File: config.mk
export PLATFORM = sky130hd
export DESIGN_NAME = pwm6_seq
export DESIGN_NICKNAME = d
export VERILOG_FILES = /design/src/rtl/pwm6_pkg.sv /design/src/rtl/pwm6_cfg.sv /design/src/rtl/pwm6_phase.sv /design/src/rtl/pwm6_dead.sv /design/src/rtl/pwm6_seq.sv
export SDC_FILE = /design/constraint.sdc
export NUM_CORES = 1
export LEC_CHECK = 0
export ABC_AREA = 1
export CAP_MARGIN = 5
export CORE_MARGIN = 2
export CORE_UTILIZATION = 35
export DETAILED_ROUTE_END_ITERATION = 8
export PLACE_DENSITY = 0.56
export SETUP_SLACK_MARGIN = 0.5
export SYNTH_ARGS = -nofsm -noshare
export SYNTH_HDL_FRONTEND = slang
export SYNTH_SLANG_ARGS = --single-unit
File: constraint.sdc
create_clock -name clk -period 6.87 [get_ports clk]
set_clock_uncertainty 0.05 [all_clocks]
set_input_delay 1.374 -clock clk [delete_from_list [all_inputs] [get_ports clk]]
set_output_delay 1.374 -clock clk [all_outputs]
set_load 0.01 [all_outputs]
File: src/rtl/pwm6_pkg.sv
package pwm6_pkg;

    localparam int NCH = 6;

    typedef enum logic [1:0] {
        MODE_SEQ     = 2'b00,
        MODE_PAIR    = 2'b01,
        MODE_DUAL    = 2'b10,
        MODE_SEQ_ALT = 2'b11
    } pwm_mode_e;

    typedef enum logic [1:0] {
        ST_IDLE = 2'b00,
        ST_RUN  = 2'b01,
        ST_LAST = 2'b10
    } seq_state_e;

    // Slot index (in units of a sixth of the period) for the A,D,B,E,C,F order
    function automatic int pair_slot(input int ch);
        return (ch < 3) ? 2 * ch : 2 * (ch - 3) + 1;
    endfunction

endpackage

File: src/rtl/pwm6_cfg.sv
module pwm6_cfg
    import pwm6_pkg::*;
#(
    parameter int CW = 8
) (
    input  logic [CW-1:0] tc,
    input  logic [1:0]    mode,
    input  logic [CW-1:0] duty,
    output pwm_mode_e     mode_eff,
    output logic [CW-1:0] unit,
    output logic [CW-1:0] half,
    output logic [CW-1:0] duty_sat
);
    localparam int PW = CW + 1;

    logic [PW-1:0] per;
    logic [PW-1:0] unit_full;
    logic [CW-1:0] cap;

    assign per       = {1'b0, tc} + PW'(1);
    assign unit_full = per / PW'(6);
    assign unit      = unit_full[CW-1:0];
    assign half      = per[PW-1:1];

    always_comb begin
        mode_eff = pwm_mode_e'(mode);
        unique case (mode_eff)
            MODE_PAIR: cap = unit << 1;
            MODE_DUAL: cap = half;
            default:   cap = unit;
        endcase
        duty_sat = (duty > cap) ? cap : duty;
    end

endmodule

File: src/rtl/pwm6_phase.sv
module pwm6_phase
    import pwm6_pkg::*;
#(
    parameter int CW = 8,
    parameter int CH = 0
) (
    input  logic [CW-1:0] cnt,
    input  logic [CW:0]   per,
    input  logic [CW-1:0] unit,
    input  logic [CW-1:0] half,
    input  logic [CW-1:0] duty,
    input  pwm_mode_e     mode,
    input  logic          active,
    output logic          raw
);
    localparam int PW        = CW + 1;
    localparam int SLOT_SEQ  = CH;
    localparam int SLOT_PAIR = pair_slot(CH);
    localparam bit LATE_HALF = (CH % 2) == 1;

    logic [PW-1:0] start;
    logic [PW-1:0] cnt_w;
    logic [PW-1:0] elapsed;

    always_comb begin
        unique case (mode)
            MODE_PAIR: start = {1'b0, unit} * PW'(SLOT_PAIR);
            MODE_DUAL: start = LATE_HALF ? {1'b0, half} : '0;
            default:   start = {1'b0, unit} * PW'(SLOT_SEQ);
        endcase
    end

    assign cnt_w   = {1'b0, cnt};
    assign elapsed = (cnt_w >= start) ? (cnt_w - start) : (cnt_w + per - start);
    assign raw     = active && (elapsed < {1'b0, duty});

endmodule

File: src/rtl/pwm6_dead.sv
module pwm6_dead #(
    parameter int DEAD = 2
) (
    input  logic clk,
    input  logic rst_n,
    input  logic raw,
    output logic hs,
    output logic ls
);
    localparam int RW = $clog2(DEAD + 1) + 1;

    logic          lvl_q;
    logic [RW-1:0] run_q;
    logic          settled;

    always_ff @(posedge clk or negedge rst_n) begin
        if (!rst_n) begin
            lvl_q <= 1'b0;
            run_q <= '0;
        end else begin
            lvl_q <= raw;
            if (raw != lvl_q)
                run_q <= '0;
            else if (run_q != RW'(DEAD))
                run_q <= run_q + RW'(1);
        end
    end

    assign settled = (run_q == RW'(DEAD));
    assign hs      = lvl_q && settled;
    assign ls      = !lvl_q && settled;

    generate
        if (DEAD > 0) begin : g_gap_chk
            assert_dead_gap_hs_R1: assert property (@(posedge clk) disable iff (!rst_n)
                $fell(hs) |-> !ls)
                else $error("ground side turned on without a gap");
            assert_dead_gap_ls_R1: assert property (@(posedge clk) disable iff (!rst_n)
                $fell(ls) |-> !hs)
                else $error("high side turned on without a gap");
        end
    endgenerate

endmodule

File: src/rtl/pwm6_seq.sv
module pwm6_seq
    import pwm6_pkg::*;
#(
    parameter int CW   = 8,
    parameter int DEAD = 2
) (
    input  logic          clk,
    input  logic          rst_n,
    input  logic          en,
    input  logic [CW-1:0] tc,
    input  logic [CW-1:0] duty,
    input  logic [1:0]    mode,
    output logic [5:0]    hs_o,
    output logic [5:0]    ls_o,
    output logic          err_o
);
    seq_state_e    st_q, st_d;
    logic [CW-1:0] cnt_q, cnt_d;
    logic [CW-1:0] tc_q, duty_q, unit_q, half_q;
    pwm_mode_e     mode_q;
    logic          err_q;

    pwm_mode_e     mode_in;
    logic [CW-1:0] unit_in, half_in, duty_in;
    logic          wrap, load, active;
    logic [CW:0]   per_q;
    logic [NCH-1:0] raw_w, hs_w, ls_w;

    pwm6_cfg #(.CW(CW)) u_cfg (
        .tc       (tc),
        .mode     (mode),
        .duty     (duty),
        .mode_eff (mode_in),
        .unit     (unit_in),
        .half     (half_in),
        .duty_sat (duty_in)
    );

    assign wrap  = (cnt_q == tc_q);
    assign per_q = {1'b0, tc_q} + (CW + 1)'(1);

    // State register
    always_ff @(posedge clk or negedge rst_n) begin
        if (!rst_n) st_q <= ST_IDLE;
        else        st_q <= st_d;
    end

    // Next state and control outputs
    always_comb begin
        st_d   = st_q;
        load   = 1'b0;
        active = 1'b1;
        cnt_d  = wrap ? '0 : cnt_q + CW'(1);
        unique case (st_q)
            ST_IDLE: begin
                active = 1'b0;
                cnt_d  = '0;
                if (en) begin
                    st_d = ST_RUN;
                    load = 1'b1;
                end
            end
            ST_RUN: begin
                if (wrap) begin
                    st_d = en ? ST_RUN : ST_IDLE;
                    load = en;
                end else if (!en) begin
                    st_d = ST_LAST;
                end
            end
            ST_LAST: begin
                if (wrap) st_d = ST_IDLE;
            end
            default: begin
                st_d   = ST_IDLE;
                active = 1'b0;
                cnt_d  = '0;
            end
        endcase
    end

    always_ff @(posedge clk or negedge rst_n) begin
        if (!rst_n) begin
            cnt_q  <= '0;
            tc_q   <= '0;
            duty_q <= '0;
            unit_q <= '0;
            half_q <= '0;
            mode_q <= MODE_SEQ;
        end else begin
            cnt_q <= cnt_d;
            if (load) begin
                tc_q   <= tc;
                duty_q <= duty_in;
                unit_q <= unit_in;
                half_q <= half_in;
                mode_q <= mode_in;
            end
        end
    end

    generate
        for (genvar k = 0; k < NCH; k++) begin : g_ch
            pwm6_phase #(.CW(CW), .CH(k)) u_phase (
                .cnt    (cnt_q),
                .per    (per_q),
                .unit   (unit_q),
                .half   (half_q),
                .duty   (duty_q),
                .mode   (mode_q),
                .active (active),
                .raw    (raw_w[k])
            );
            pwm6_dead #(.DEAD(DEAD)) u_dead (
                .clk   (clk),
                .rst_n (rst_n),
                .raw   (raw_w[k]),
                .hs    (hs_w[k]),
                .ls    (ls_w[k])
            );
        end
    endgenerate

    always_ff @(posedge clk or negedge rst_n) begin
        if (!rst_n) err_q <= 1'b0;
        else        err_q <= err_q | (|(hs_w[NCH-2:0] & hs_w[NCH-1:1]));
    end

    assign hs_o  = hs_w;
    assign ls_o  = ls_w;
    assign err_o = err_q;

    assert_adjacent_off_R2: assert property (@(posedge clk) disable iff (!rst_n)
        (hs_w[NCH-2:0] & hs_w[NCH-1:1]) == '0)
        else $error("neighbouring high-side outputs on together");

    assert_cfg_hold_R7: assert property (@(posedge clk) disable iff (!rst_n)
        (cnt_q != '0) |-> ($stable(duty_q) && $stable(mode_q) && $stable(tc_q)))
        else $error("configuration changed inside a period");

    assert_idle_quiet_R8: assert property (@(posedge clk) disable iff (!rst_n)
        (st_q == ST_IDLE) |-> (raw_w == '0))
        else $error("pulse request while idle");

    assert_err_clear_R9: assert property (@(posedge clk) disable iff (!rst_n)
        !err_q)
        else $error("overlap flag raised");

endmodule

==> results.txt <==
result of the run = finished, final reports clean
most used cells in the layout excluding fill and tap cells = 274 x sky130_fd_sc_hd__nand2_1, 199 x sky130_fd_sc_hd__inv_1, 174 x sky130_fd_sc_hd__ha_1
critical path start-end classification = reg2reg
row count = 60
number of gates resized after cts = 0
overall routed net length = 28,100 um
CP Data Arrival Time = 5.78 ns
crit start category = register
critical path endpoint category = register
post-CTS setup-driven buffer insertion count = 0
floorplan die width = 170 um
# port buffers = 33
average cell area after synthesis = 7.03 um^2
leading cell type in the layout, fill and taps excluded = sky130_fd_sc_hd__nand2_1
Initial Utilization = 0.356
RePlAce Congestion = 0.925
GRT Residual Overflow = 0
reg-to-reg setup timing slack = 1.27 ns
Least-Margin Pin Slew = 1.04 ns
final antenna-violating net count = 0
sequential-to-total area share from yosys stat = 0.177
mean routed wirelength per cell = 16.3 um
clock transition at the registers of the reported paths = 0.07 ns
final critical delay including setup and external delays = 5.60 ns
CP max FO = 24
max-capacitance violation count = 0
worst max-slew margin expressed relative to the limit = 0.304
Core Area = 27,000 um^2
setup violators final = 0
Final Hold Fails = 0
final net count = 1,595
clock latency at the later pin of the worst-skew pair = 0.36 ns
global-route wire length before repair = 44,800 um
TritonCTS Buffers = 9
Data required, critical path = 7.06 ns
unrepaired setup endpoints after global routing = no
number of enable-type register cells in the synthesized netlist = 0
Hold Slack = 0.433 ns
overall die area = 28,800 um^2
iteration-0 DRC count of the detailed router = 532
highest achievable clock rate = 0.179 GHz
combined global-route utilization of all metal layers = 0.201
antenna violations before repair = 0
cell with the largest stage delay on the worst path = sky130_fd_sc_hd__ha_2
library cell appearing most often on the critical path = sky130_fd_sc_hd__nand2_1
number of synthesized register bits = 68
net count after synthesis = 1,576
warnings from Yosys = 0
Detailed Routing Iterations Pass 1 = 5
die outline height = 170 um
vias in the first global route = 8,306
synthesized instance count = 1,367
# IOs = 34
CTS tree = done
Area growth syn-to-layout = 9.66%
largest net degree at the start of global routing = 69
H-Tree Depth = 3
Tightest Hold Check Type = reg2reg
number of remaining DRC errors = 0
number of different library cells in the post-synthesis netlist = 51
number of fillers in the final layout = 2,799
clock buffer depth = 2
CTS hold repair buffers = 0
number of antenna cells inserted = 0
share of post-route cells with drive strength above 1 = 0.0431
Largest stage delay, worst path = 0.58 ns
ratio of routed vias to standard cells = 5.06
clock root cell = sky130_fd_sc_hd__clkbuf_16
Setup TNS = 0 ns
Final Max Slew Viols = 0
total via count after detailed routing = 8,765
Most used DFF post-synth = sky130_fd_sc_hd__dfrtp_1
combined area of all synthesized cells = 9610 um^2
portion of the clock cycle consumed by the worst path in the final layout = 0.815
async set-or-reset flop fraction in the synthesized netlist = 1.00
post-detail-place hpwl = 22,200 um
CTS sink count = 68
layout make-up:
type	instances	area, um^2	area share
repair buffers	36	350	0.0333
clock inverters	7	98.8	0.00938
well taps	341	427	0.0405
multi-input cells	1067	6970	0.661
flip-flops and latches	68	1700	0.162
clock buffers	9	225	0.0214
inverters	204	766	0.0727
synthesized netlist by cell type (all sizes together), types with 2 or more instances:
cell	instances	area, um^2
o21a	8	60.1
or2	8	50.1
nor3	12	60.1
nand3	52	270
dfrtp	68	1700
nand2	288	1130
ha	175	2190
a21o	3	22.5
a21boi	4	30.0
mux2i	4	40.0
nor3b	2	15.0
o21bai	15	116
o21ai	137	693
nand3b	5	37.5
xnor2	29	254
nand4	12	75.1
nor2	112	460
a32oi	3	26.3
and3	3	18.8
a21oi	108	559
o211ai	6	45.0
buf	16	121
inv	203	762
xor2	45	394
fa	13	260
a31oi	4	25.0
a211oi	8	60.1
o22ai	5	31.3
clkbuf	11	41.3
cells by family after synthesis:
logic type | count (synthesis) | synth area share
AOI/OAI and AO/OA | 305 | 0.177
buffers and inverters | 232 | 0.0979
adders and majority gates | 188 | 0.255
xor gates and xnor gates | 74 | 0.0675
DFF | 68 | 0.177
and+or+nand+nor | 496 | 0.221
muxes | 4 | 0.00417
metal layers:
| layer | vias to the layer above | routed length (um) | part of all wire | GRT usage |
|---|---|---|---|---|
| met1 | 3996 | 13400 | 0.48 | 0.273 |
| met3 | 34 | 1290 | 0.046 | 0.0238 |
| met5 | - | 0 | 0 | 0 |
| met2 | 174 | 12800 | 0.46 | 0.336 |
| li1 | 4561 | - | - | - |
| met4 | 0 | 603 | 0.021 | 0.0565 |
worst max-delay path: cells and delay by family, from the launching register on:
kind | cells | cell delay [ns]
buffers and inverters | 5 | 0.64
adders and majority gates | 3 | 1.26
AOI/OAI and AO/OA | 7 | 1.20
and+or+nand+nor | 15 | 1.94
DFF | 1 | 0.38
per-stage QoR:
| stage | instance area, um^2 | utilization | worst slack (ns) | instances |
|---|---|---|---|---|
| finish | 10500 | 0.391 | 1.27 | 1732 |
| global route | 10500 | 0.391 | 0.656 | 1732 |
| CTS | 10500 | 0.391 | 1.05 | 1732 |
| detailed placement | 10200 | 0.379 | 1.09 | 1716 |
| global placement | 10200 | 0.379 | 1.10 | 1716 |
| floorplan | 9610 | - | 2.24 | 1367 |
registers in the layout, summed over array words and instances (netlist names):
signal	count
duty_q	8
g_ch.u_dead.run_q	18
st_q	2
unit_q	7
cnt_q	8
err_o	1
mode_q	2
half_q	8
tc_q	8
g_ch.u_dead.lvl_q	6
worst paths after layout:
path | end | cells past startpoint | startpoint
worst max-delay path | g_ch[4].u_dead.run_q[2]$_DFFE_PN0P_ | 30 | mode_q[0]$_DFFE_PN0P_
worst min-delay path | g_ch[0].u_dead.run_q[2]$_DFFE_PN0P_ | 1 | g_ch[0].u_dead.run_q[2]$_DFFE_PN0P_
worst max register to register | g_ch[4].u_dead.run_q[2]$_DFFE_PN0P_ | 30 | mode_q[0]$_DFFE_PN0P_
worst min register to register | g_ch[0].u_dead.run_q[2]$_DFFE_PN0P_ | 1 | g_ch[0].u_dead.run_q[2]$_DFFE_PN0P_
max in group asynchronous | unit_q[1]$_DFFE_PN0P_ | 1 | rst_n
min in group asynchronous | g_ch[1].u_dead.run_q[0]$_DFFE_PN0P_ | 1 | rst_n
Power is left out: the tool's default activity adds up to more than one toggle a clock period on the data nets, which glitch-free logic cannot reach.
